## src/rtl/bfb_pkg.sv

```systemverilog
package bfb_pkg;
  localparam int unsigned REG_AW = 6;

  localparam logic [REG_AW-1:0] OFS_STATUS = 6'd4;
  localparam logic [REG_AW-1:0] OFS_RAW    = 6'd8;
  localparam logic [REG_AW-1:0] OFS_IEN    = 6'd12;
  localparam logic [REG_AW-1:0] OFS_MASKED = 6'd16;
  localparam logic [REG_AW-1:0] OFS_CLEAR  = 6'd20;
  localparam logic [REG_AW-1:0] OFS_DATA   = 6'd40;

  localparam int unsigned ERR_BIT   = 1;
  localparam int unsigned RDY4_BIT  = 2;
  localparam int unsigned RDY1_BIT  = 3;

  typedef logic [7:0] byte_t;
endpackage

```

## src/rtl/bfb_ring.sv

```systemverilog
// Byte ring with multi-byte push and pop per cycle. DEPTH must be a power of two >= LANES.
module bfb_ring
  import bfb_pkg::*;
#(
  parameter int unsigned DEPTH = 8,
  parameter int unsigned LANES = 4,
  localparam int unsigned PTR_W  = $clog2(DEPTH),
  localparam int unsigned CNT_W  = $clog2(DEPTH + 1),
  localparam int unsigned LANE_W = $clog2(LANES + 1)
) (
  input  logic                    clk_i,
  input  logic                    rst_ni,
  input  logic                    flush_i,
  input  logic [LANE_W-1:0]       push_n_i,
  input  byte_t [LANES-1:0]       push_data_i,
  input  logic [LANE_W-1:0]       pop_n_i,
  output byte_t [LANES-1:0]       peek_o,
  output logic [CNT_W-1:0]        count_o
);
  byte_t            mem_q [DEPTH];
  logic [PTR_W-1:0] wr_ptr_q, rd_ptr_q;
  logic [CNT_W-1:0] count_q;

  always_ff @(posedge clk_i) begin
    for (int k = 0; k < LANES; k++) begin
      if (!flush_i && k < int'(push_n_i)) mem_q[wr_ptr_q + PTR_W'(k)] <= push_data_i[k];
    end
  end

  always_ff @(posedge clk_i or negedge rst_ni) begin
    if (!rst_ni) begin
      wr_ptr_q <= '0;
      rd_ptr_q <= '0;
      count_q  <= '0;
    end else if (flush_i) begin
      wr_ptr_q <= '0;
      rd_ptr_q <= '0;
      count_q  <= '0;
    end else begin
      wr_ptr_q <= wr_ptr_q + PTR_W'(push_n_i);
      rd_ptr_q <= rd_ptr_q + PTR_W'(pop_n_i);
      count_q  <= count_q + CNT_W'(push_n_i) - CNT_W'(pop_n_i);
    end
  end

  for (genvar k = 0; k < LANES; k++) begin : g_peek
    logic [PTR_W-1:0] idx;
    assign idx       = rd_ptr_q + PTR_W'(k);
    assign peek_o[k] = mem_q[idx];
  end

  assign count_o = count_q;

  // fill level never exceeds capacity
  assert_count_bound_R10: assert property (@(posedge clk_i) disable iff (!rst_ni)
    count_q <= CNT_W'(DEPTH));
  // a pop never asks for more than is buffered
  assert_no_underflow_R9: assert property (@(posedge clk_i) disable iff (!rst_ni)
    !flush_i |-> CNT_W'(pop_n_i) <= count_q);
endmodule

```

## src/rtl/bfb_err.sv

```systemverilog
module bfb_err (
  input  logic clk_i,
  input  logic rst_ni,
  input  logic set_i,
  input  logic clr_i,
  input  logic ien_wr_i,
  input  logic ien_d_i,
  output logic raw_o,
  output logic ien_o,
  output logic irq_o
);
  logic raw_q, ien_q;

  always_ff @(posedge clk_i or negedge rst_ni) begin
    if (!rst_ni) begin
      raw_q <= 1'b0;
      ien_q <= 1'b0;
    end else begin
      if (set_i)      raw_q <= 1'b1;   // set beats clear
      else if (clr_i) raw_q <= 1'b0;
      if (ien_wr_i)   ien_q <= ien_d_i;
    end
  end

  assign raw_o = raw_q;
  assign ien_o = ien_q;
  assign irq_o = raw_q & ien_q;

  assert_sticky_R7: assert property (@(posedge clk_i) disable iff (!rst_ni)
    raw_q && !clr_i |=> raw_q);
  assert_set_wins_R7: assert property (@(posedge clk_i) disable iff (!rst_ni)
    set_i |=> raw_q);
  assert_clear_R7: assert property (@(posedge clk_i) disable iff (!rst_ni)
    clr_i && !set_i |=> !raw_q);
  assert_ien_wr_R8: assert property (@(posedge clk_i) disable iff (!rst_ni)
    ien_wr_i |=> ien_q == $past(ien_d_i));
endmodule

```

## src/rtl/byte_word_fifo.sv

```systemverilog
module byte_word_fifo
  import bfb_pkg::*;
#(
  parameter int unsigned DEPTH = 8,
  parameter int unsigned LANES = 4,
  localparam int unsigned CNT_W  = $clog2(DEPTH + 1),
  localparam int unsigned LANE_W = $clog2(LANES + 1),
  localparam int unsigned WORD_W = 8 * LANES
) (
  input  logic              clk_i,
  input  logic              rst_ni,
  input  logic              enable_i,
  input  logic              tx_mode_i,
  input  logic              pin_push_i,
  input  logic [7:0]        pin_data_i,
  input  logic              pin_pop_i,
  output logic [7:0]        pin_data_o,
  input  logic              reg_rd_i,
  input  logic              reg_wr_i,
  input  logic [REG_AW-1:0] reg_addr_i,
  input  logic [WORD_W-1:0] reg_wdata_i,
  output logic [WORD_W-1:0] reg_rdata_o,
  output logic              irq_o
);
  logic [CNT_W-1:0]  count, free;
  logic [LANE_W-1:0] fill_lanes, free_lanes, push_n, pop_n;
  byte_t [LANES-1:0] peek, push_data, rd_bytes;
  logic              rx_en, tx_en, dr_rd, dr_wr;
  logic              err_set, err_clr, ien_wr, raw, ien, rdy4, rdy1;

  assign rx_en = enable_i && !tx_mode_i;
  assign tx_en = enable_i &&  tx_mode_i;
  assign dr_rd = reg_rd_i && reg_addr_i == OFS_DATA;
  assign dr_wr = reg_wr_i && reg_addr_i == OFS_DATA;

  assign free       = CNT_W'(DEPTH) - count;
  assign fill_lanes = (count >= CNT_W'(LANES)) ? LANE_W'(LANES) : LANE_W'(count);
  assign free_lanes = (free  >= CNT_W'(LANES)) ? LANE_W'(LANES) : LANE_W'(free);

  always_comb begin
    push_n    = '0;
    pop_n     = '0;
    push_data = reg_wdata_i;
    err_set   = 1'b0;
    if (rx_en) begin
      push_data[0] = pin_data_i;
      if (pin_push_i) begin
        if (count < CNT_W'(DEPTH)) push_n = LANE_W'(1);
        else                       err_set = 1'b1;
      end
      if (dr_rd) pop_n = fill_lanes;
    end else if (tx_en) begin
      if (dr_wr) push_n = free_lanes;
      if (pin_pop_i) begin
        if (count != '0) pop_n = LANE_W'(1);
        else             err_set = 1'b1;
      end
    end
  end

  bfb_ring #(.DEPTH(DEPTH), .LANES(LANES)) i_ring (
    .clk_i, .rst_ni,
    .flush_i     (!enable_i),
    .push_n_i    (push_n),
    .push_data_i (push_data),
    .pop_n_i     (pop_n),
    .peek_o      (peek),
    .count_o     (count)
  );

  assign err_clr = reg_wr_i && reg_addr_i == OFS_CLEAR && reg_wdata_i[ERR_BIT];
  assign ien_wr  = reg_wr_i && reg_addr_i == OFS_IEN;

  bfb_err i_err (
    .clk_i, .rst_ni,
    .set_i    (err_set),
    .clr_i    (err_clr),
    .ien_wr_i (ien_wr),
    .ien_d_i  (reg_wdata_i[ERR_BIT]),
    .raw_o    (raw),
    .ien_o    (ien),
    .irq_o    (irq_o)
  );

  for (genvar k = 0; k < LANES; k++) begin : g_rd
    assign rd_bytes[k] = (rx_en && LANE_W'(k) < fill_lanes) ? peek[k] : 8'h00;
  end

  assign rdy4 = tx_mode_i ? free  >= CNT_W'(LANES) : count >= CNT_W'(LANES);
  assign rdy1 = tx_mode_i ? free  != '0             : count != '0;

  always_comb begin
    reg_rdata_o = '0;
    unique case (reg_addr_i)
      OFS_STATUS: begin
        reg_rdata_o[RDY4_BIT] = rdy4;
        reg_rdata_o[RDY1_BIT] = rdy1;
      end
      OFS_RAW:    reg_rdata_o[ERR_BIT] = raw;
      OFS_IEN:    reg_rdata_o[ERR_BIT] = ien;
      OFS_MASKED: reg_rdata_o[ERR_BIT] = raw & ien;
      OFS_DATA:   reg_rdata_o = rd_bytes;
      default:    reg_rdata_o = '0;
    endcase
  end

  assign pin_data_o = (tx_en && count != '0) ? peek[0] : 8'h00;

  assert_flush_R4: assert property (@(posedge clk_i) disable iff (!rst_ni)
    !enable_i |=> count == '0);
  assert_overrun_R5: assert property (@(posedge clk_i) disable iff (!rst_ni)
    rx_en && pin_push_i && count == CNT_W'(DEPTH) |=> raw);
  assert_underrun_R6: assert property (@(posedge clk_i) disable iff (!rst_ni)
    tx_en && pin_pop_i && count == '0 |=> raw);
  assert_no_err_disabled_R4: assert property (@(posedge clk_i) disable iff (!rst_ni)
    !enable_i && !raw |=> !raw);
endmodule

```

## config.mk

```make
export PLATFORM = sky130hd
export DESIGN_NAME = byte_word_fifo
export DESIGN_NICKNAME = d
export VERILOG_FILES = /design/src/rtl/bfb_pkg.sv /design/src/rtl/bfb_ring.sv /design/src/rtl/bfb_err.sv /design/src/rtl/byte_word_fifo.sv
export SDC_FILE = /design/constraint.sdc
export NUM_CORES = 1
export LEC_CHECK = 0
export ABC_AREA = 1
export ABC_CLOCK_PERIOD_IN_PS = 8700
export BUFFER_PORTS_ARGS = -buffer_cell sky130_fd_sc_hd__buf_2
export CAP_MARGIN = 20
export CORE_MARGIN = 4
export CORE_UTILIZATION = 29
export CTS_BUF_LIST = sky130_fd_sc_hd__clkbuf_8 sky130_fd_sc_hd__clkbuf_16
export CTS_CLUSTER_DIAMETER = 50
export CTS_CLUSTER_SIZE = 16
export DETAILED_ROUTE_END_ITERATION = 12
export PLACE_DENSITY = 0.58
export RECOVER_POWER = 50
export SLEW_MARGIN = 15
export SYNTH_ARGS = -nofsm -noshare
export SYNTH_HDL_FRONTEND = slang
export SYNTH_SLANG_ARGS = --single-unit
```

## constraint.sdc

```tcl
create_clock -name clk_i -period 8.7 [get_ports clk_i]
set_input_delay 2.61 -clock clk_i [delete_from_list [all_inputs] [get_ports clk_i]]
set_output_delay 2.61 -clock clk_i [all_outputs]
set_load 0.02 [all_outputs]
```

# Word-level counts from Yosys, hierarchy flattened
# Memories as Yosys holds them, arrays and structs flattened.
# Cells that the tools add are included.
dict set report classes {
  add_sub_neg 11
  n_lt_le_gt_ge 11
  eq_ne 6
  mux 43
  bitwise_logic 1
  n_reduce_logical 20
}
# op count
set ops {}
lappend ops {{8-bit two-way mux} 6}
lappend ops {{28-bit two-way mux} 1}
lappend ops {{3-bit two-way mux} 9}
lappend ops {{1-bit two-way mux} 24}
lappend ops {{1-bit logical AND} 16}
lappend ops {{3-bit by 2-bit adder with 3-bit output, second input constant} 4}
lappend ops {{6-bit by 4-bit == test with 1-bit output, second input constant} 2}
lappend ops {{6-bit by 5-bit == test with 1-bit output, second input constant} 2}
lappend ops {{1-bit by 3-bit less-than comparator with 1-bit output, first input constant} 4}
lappend ops {{2-bit by 3-bit less-than comparator with 1-bit output, first input constant} 4}
lappend ops {{4-bit by 3-bit >= comparator with 1-bit output, second input constant} 2}
lappend ops {{4-bit nonzero test} 2}
lappend ops {{3-bit by 1-bit adder with 3-bit output, second input constant} 2}
lappend ops {{3-bit adder} 2}
lappend ops {{6-bit by 3-bit == test with 1-bit output, second input constant} 1}
lappend ops {{6-bit == test, second input constant} 1}
lappend ops {{4-bit by 3-bit adder with 4-bit output} 1}
lappend ops {{4-bit less-than comparator, second input constant} 1}
lappend ops {{4-bit two-way mux} 1}
lappend ops {{1-bit one-hot mux with 4 select lines} 1}
lappend ops {{2-bit one-hot mux with 2 select lines} 1}
lappend ops {{4-bit by 3-bit subtractor with 4-bit output} 1}
lappend ops {{4-bit subtractor, first input constant} 1}
lappend ops {{2-bit nonzero test} 1}
lappend ops {{other kinds (2)} 2}
dict set report totals {
  reg_bits 12
  ram_bits 64
  input_bits 54
  mem_count 1
}
# name depth word_bits read_ports rd_clocked_by_memory_dff write_ports line_no
set memory_table {}
lappend memory_table {i_ring.mem_q 8 8 4 0 4 bfb_ring.sv:20} ;# byte_t mem_q [DEPTH];

# Longest topological paths before layout
dict set report logic_depth {
  word_depth 10
  depth_mapped 16
  depth_no_buf 15
}

# Modules after synthesis
# From an unflattened synthesis, not the netlist that was laid out.
dict set report hier_totals {
  hier_cells 1313
  area_unflattened_um2 8117.8
}
# module instances cells_each area_per_inst_um2
set modules_own_cells {}
lappend modules_own_cells {bfb_ring 1 1117 7119.3}
lappend modules_own_cells {byte_word_fifo 1 184 910.9}
lappend modules_own_cells {bfb_err 1 12 87.6}

# Least setup slack after synthesis
# No wires, ideal clock.
dict set report synth_path {
  path_type {input-to-output}
  from {input enable_i}
  to {output reg_rdata_o[8]}
  arrival_time_ns 4.126
  setup_slack_ns 1.964
  stages 8
  path_buffers 2
  cell_sequence {buf_4 inv_2 nor2_1 buf_2 nand3_1 a21oi_1 inv_1 a311oi_1}
}
dict set report synth_between {
  elab_chain_len 4
}
# element line_no
set synth_lines {}
lappend synth_lines {{start: declaration} byte_word_fifo.sv:12} ;# input logic enable_i,
lappend synth_lines {{1-bit logical AND} byte_word_fifo.sv:31} ;# assign rx_en = enable_i && !tx_mode_i;
lappend synth_lines {{1-bit logical AND} byte_word_fifo.sv:86} ;# assign rd_bytes[k] = (rx_en && LANE_W'(k) < fill_lanes) ? peek[k] : 8'h00;
lappend synth_lines {{8-bit two-way mux} byte_word_fifo.sv:86}
lappend synth_lines {{28-bit two-way mux} byte_word_fifo.sv:94} ;# unique case (reg_addr_i)
lappend synth_lines {{end: declaration} byte_word_fifo.sv:22} ;# output logic [WORD_W-1:0] reg_rdata_o,
# Every way passes these cells.

# Worst setup path in the final report
dict set report layout_path {
  from {input enable_i}
  to {output reg_rdata_o[9]}
}
# Same word-level chain as after synthesis.

==> out/metrics.yaml <==
floorplan:
  row_count: 60
  dieHeight_um: 172.6
  core_mm2: 0.02680
  start_util_pct: 29.33
  dieArea_mm2: 0.02981
  die_w_um: 172.6
  io_pins: 95
routing:
  drtPass1Iterations: 5
  drtIter0Drc: 1129
  vias: 8727
  ant_nets: 0
  route.detailed.drc: 0
  wl_um: 30380
  wire_per_inst_um: 18.50
  via_per_inst: 5.315
logic_synthesis:
  synth_mux_area_share_pct: 2.929
  synthesis.area_mm2: 0.007861
  yosysWarnings: 0
  netlist_instances: 1242
  yosysUniqueCellTypes: 42
  syn-mean-instance-area_um2: 6.330
  synth_top_family_by_area: "simple AND/OR/NAND/NOR gates"
  synth_nets: 1312
  synth_fa_ha_area_share_pct: 3.024
  yosysSeqAreaShare_pct: 28.27
  synthXorXnorAreaFrac_pct: 0.8913
  ys_seq_elements: 76
  synth_compound_area_share_pct: 10.76
  synthSimpleGateAreaFrac_pct: 45.27
timing:
  skew_ns: 0.01033
  setup_viol: 0
  fin_crit_sh_pct: 82.07
  fin_tns_setup_ns: 0
  period_minus_slack_ns: 7.140
  rsz0062_at_grt: "no"
  worst_slew_pin_slew_ns: 1.026
  finalWorstSetupSlack_ns: 1.560
  slew-limit-headroom_pct: 29.62
  max_freq_mhz: 140.1
  finalHoldViolations: 0
  slew_viol_final: 0
clock_tree:
  cts_hold_buf: 0
  cts_inserted_buffers: 9
  clock_path_buffers: 2
  cts_tree: "done"
  cts_max_level: 3
  clk_latency_ns: 0.33
  root_buffer: "clkbuf_16"
  clkSinkCount: 76
  cts.repair.resized: 0
  postCtsSetupBuffers: 0
  clk_pin_slew_ns: 0.06
setup_path:
  start_kind: "primary input"
  crit_required_ns: 6.09
  endpoint_kind: "output pin"
  cp.arrival_ns: 4.53
  worstSetupPathType: "primary input to output pin"
  cp_max_fo: 10
grt:
  grt-ovfl-total: 0
  grt_pass1_vias: 7544
  antenna_found_initial: 0
  grt_pass1_wl_um: 46100
  track_usage_pct: 19.43
  grt_max_degree: 84
place:
  hpwl_um: 24090
  port_buffers: 94
  gp_congestion: 0.9683
  place_inst: 1625
  pre_cts_ws_ns: 1.805
layout:
  fin_util_pct: 32.86
  antenna_cells: 0
  final_nets: 1366
  area.growth.synth_to_final_pct: 12.02
  layout-drive-gt1-share_pct: 11.99
  final_cells: 1642
power:
  ir_worst_vdd_mv: 0.08640
  power_density_mw_per_mm2: 132.9
  p_leak_nw: 4.212
hold_path:
  hold_path.class: "flop to flop"
flow_run:
  maxCapViolCount: 0
run_status:
  status: "finished clean"
routing by layer:
metal	part of all wire (%)	GRT usage [%]
met1	46	29.33
met3	8.3	2.798
met2	43	29.02
met5	0	0
met4	2.4	5.190
worst max-delay path, cell delays in order:
cell	delay [ns]
clkbuf_1	0.38
inv_1	0.17
nor2_1	0.17
nand3_1	0.20
a21oi_1	0.27
inv_1	0.21
a221oi_1	0.29
buf_2	0.23
worst paths after layout:
kind / startpoint / endpoint / slack [ns] / cells past startpoint
max in group asynchronous: rst_ni / i_ring.rd_ptr_q[0] / 5.88 / 1
setup / recovery: enable_i / reg_rdata_o[9] / 1.56 / 8
hold reg to reg: i_err.raw_o / i_err.raw_o / 0.57 / 2
min in group asynchronous: rst_ni / i_ring.wr_ptr_q[0] / 2.31 / 1
hold / removal: i_err.raw_o / i_err.raw_o / 0.57 / 2
setup reg to reg: i_ring.wr_ptr_q[0] / i_ring.mem_q[4][5] / 4.83 / 7
per-stage QoR:
step                power (mW)  hold WS, ns  cell area [um2]
global placement        0.7934       0.5516             8541
finish                   1.170       0.5703             8806
floorplan               0.6699       0.4957             7861
CTS                      1.168       0.5677             8848
detailed placement      0.7920       0.5530             8541
global route             1.230       0.6087             8806
cells in the mapped netlist, drive strengths merged:
library cell | count | share of area, %
nor2 | 62 | 3.2
nand3 | 142 | 9.6
o22ai | 4 | 0.32
or2 | 7 | 0.56
xor2 | 3 | 0.33
o2111ai | 2 | 0.22
a32oi | 1 | 0.11
buf | 34 | 2.4
o21a | 4 | 0.38
nand3b | 1 | 0.096
clkbuf | 25 | 1.2
fa | 5 | 1.3
nand4 | 69 | 5.6
o21ai | 84 | 5.3
nor3 | 20 | 1.7
clkinv | 5 | 0.24
xnor2 | 5 | 0.56
a311oi | 7 | 0.78
a21oi | 25 | 1.6
mux2i | 23 | 2.9
o221ai | 3 | 0.33
inv | 106 | 5.1
ha | 11 | 1.8
edfxtp | 64 | 24
dfrtp | 12 | 3.8
a21o | 1 | 0.096
nand2 | 503 | 24
a221o | 1 | 0.13
a221oi | 9 | 1.0
a211o | 4 | 0.45
state kept, by name, summed over array words and instances (netlist names):
register and count:
i_ring.wr_ptr_q 3, i_err.ien_o 1, i_ring.count_o 4, i_err.raw_o 1, i_ring.rd_ptr_q 3, i_ring.mem_q 64
cell type report:
class / count / area [um2]
multi-input combinational: 996 / 4911
clock inverter: 7 / 82.58
clock buffer: 9 / 225.2
sequential: 76 / 2223
timing repair buffer: 102 / 520.5
tap: 341 / 426.7
fill: 2896 / 17990
inverter: 111 / 416.7
power by group:
group / switching [mW] / internal, mW / leakage, nW / total [mW]
Clock: 0.152 / 0.226 / 0.151 / 0.378
Sequential: 0.0151 / 0.409 / 0.731 / 0.424
Combinational: 0.259 / 0.109 / 3.33 / 0.368
Total: 0.427 / 0.744 / 4.21 / 1.17
cell usage in the layout, fill, tap and decap left out, types with 6 or more instances in the layout:
master | netlist | routed
nor3_1 | 13 | 13
a221oi_1 | 9 | 9
a311oi_1 | 7 | 7
inv_2 | 9 | 8
nor3_2 | 7 | 7
buf_2 | 14 | 89
clkbuf_1 | 25 | 6
o21ai_0 | 79 | 79
dfrtp_1 | 12 | 11
nand3_1 | 133 | 141
clkbuf_16 | 0 | 9
a21oi_1 | 25 | 25
nand4_1 | 68 | 68
nand2_2 | 12 | 12
inv_1 | 97 | 98
edfxtp_1 | 64 | 64
buf_4 | 9 | 7
nand2_1 | 490 | 490
ha_1 | 11 | 11
nor2_1 | 54 | 54
nor2_2 | 8 | 8
mux2i_1 | 23 | 23
logic make-up after synthesis:
| family | Yosys count |
|---|---|
| fa+ha+maj | 16 |
| flops | 76 |
| compound gates | 145 |
| mux | 23 |
| simple gates | 804 |
| buf+inv | 170 |
| xor+xnor | 8 |
No activity file was read; power rests on OpenSTA's default activity.
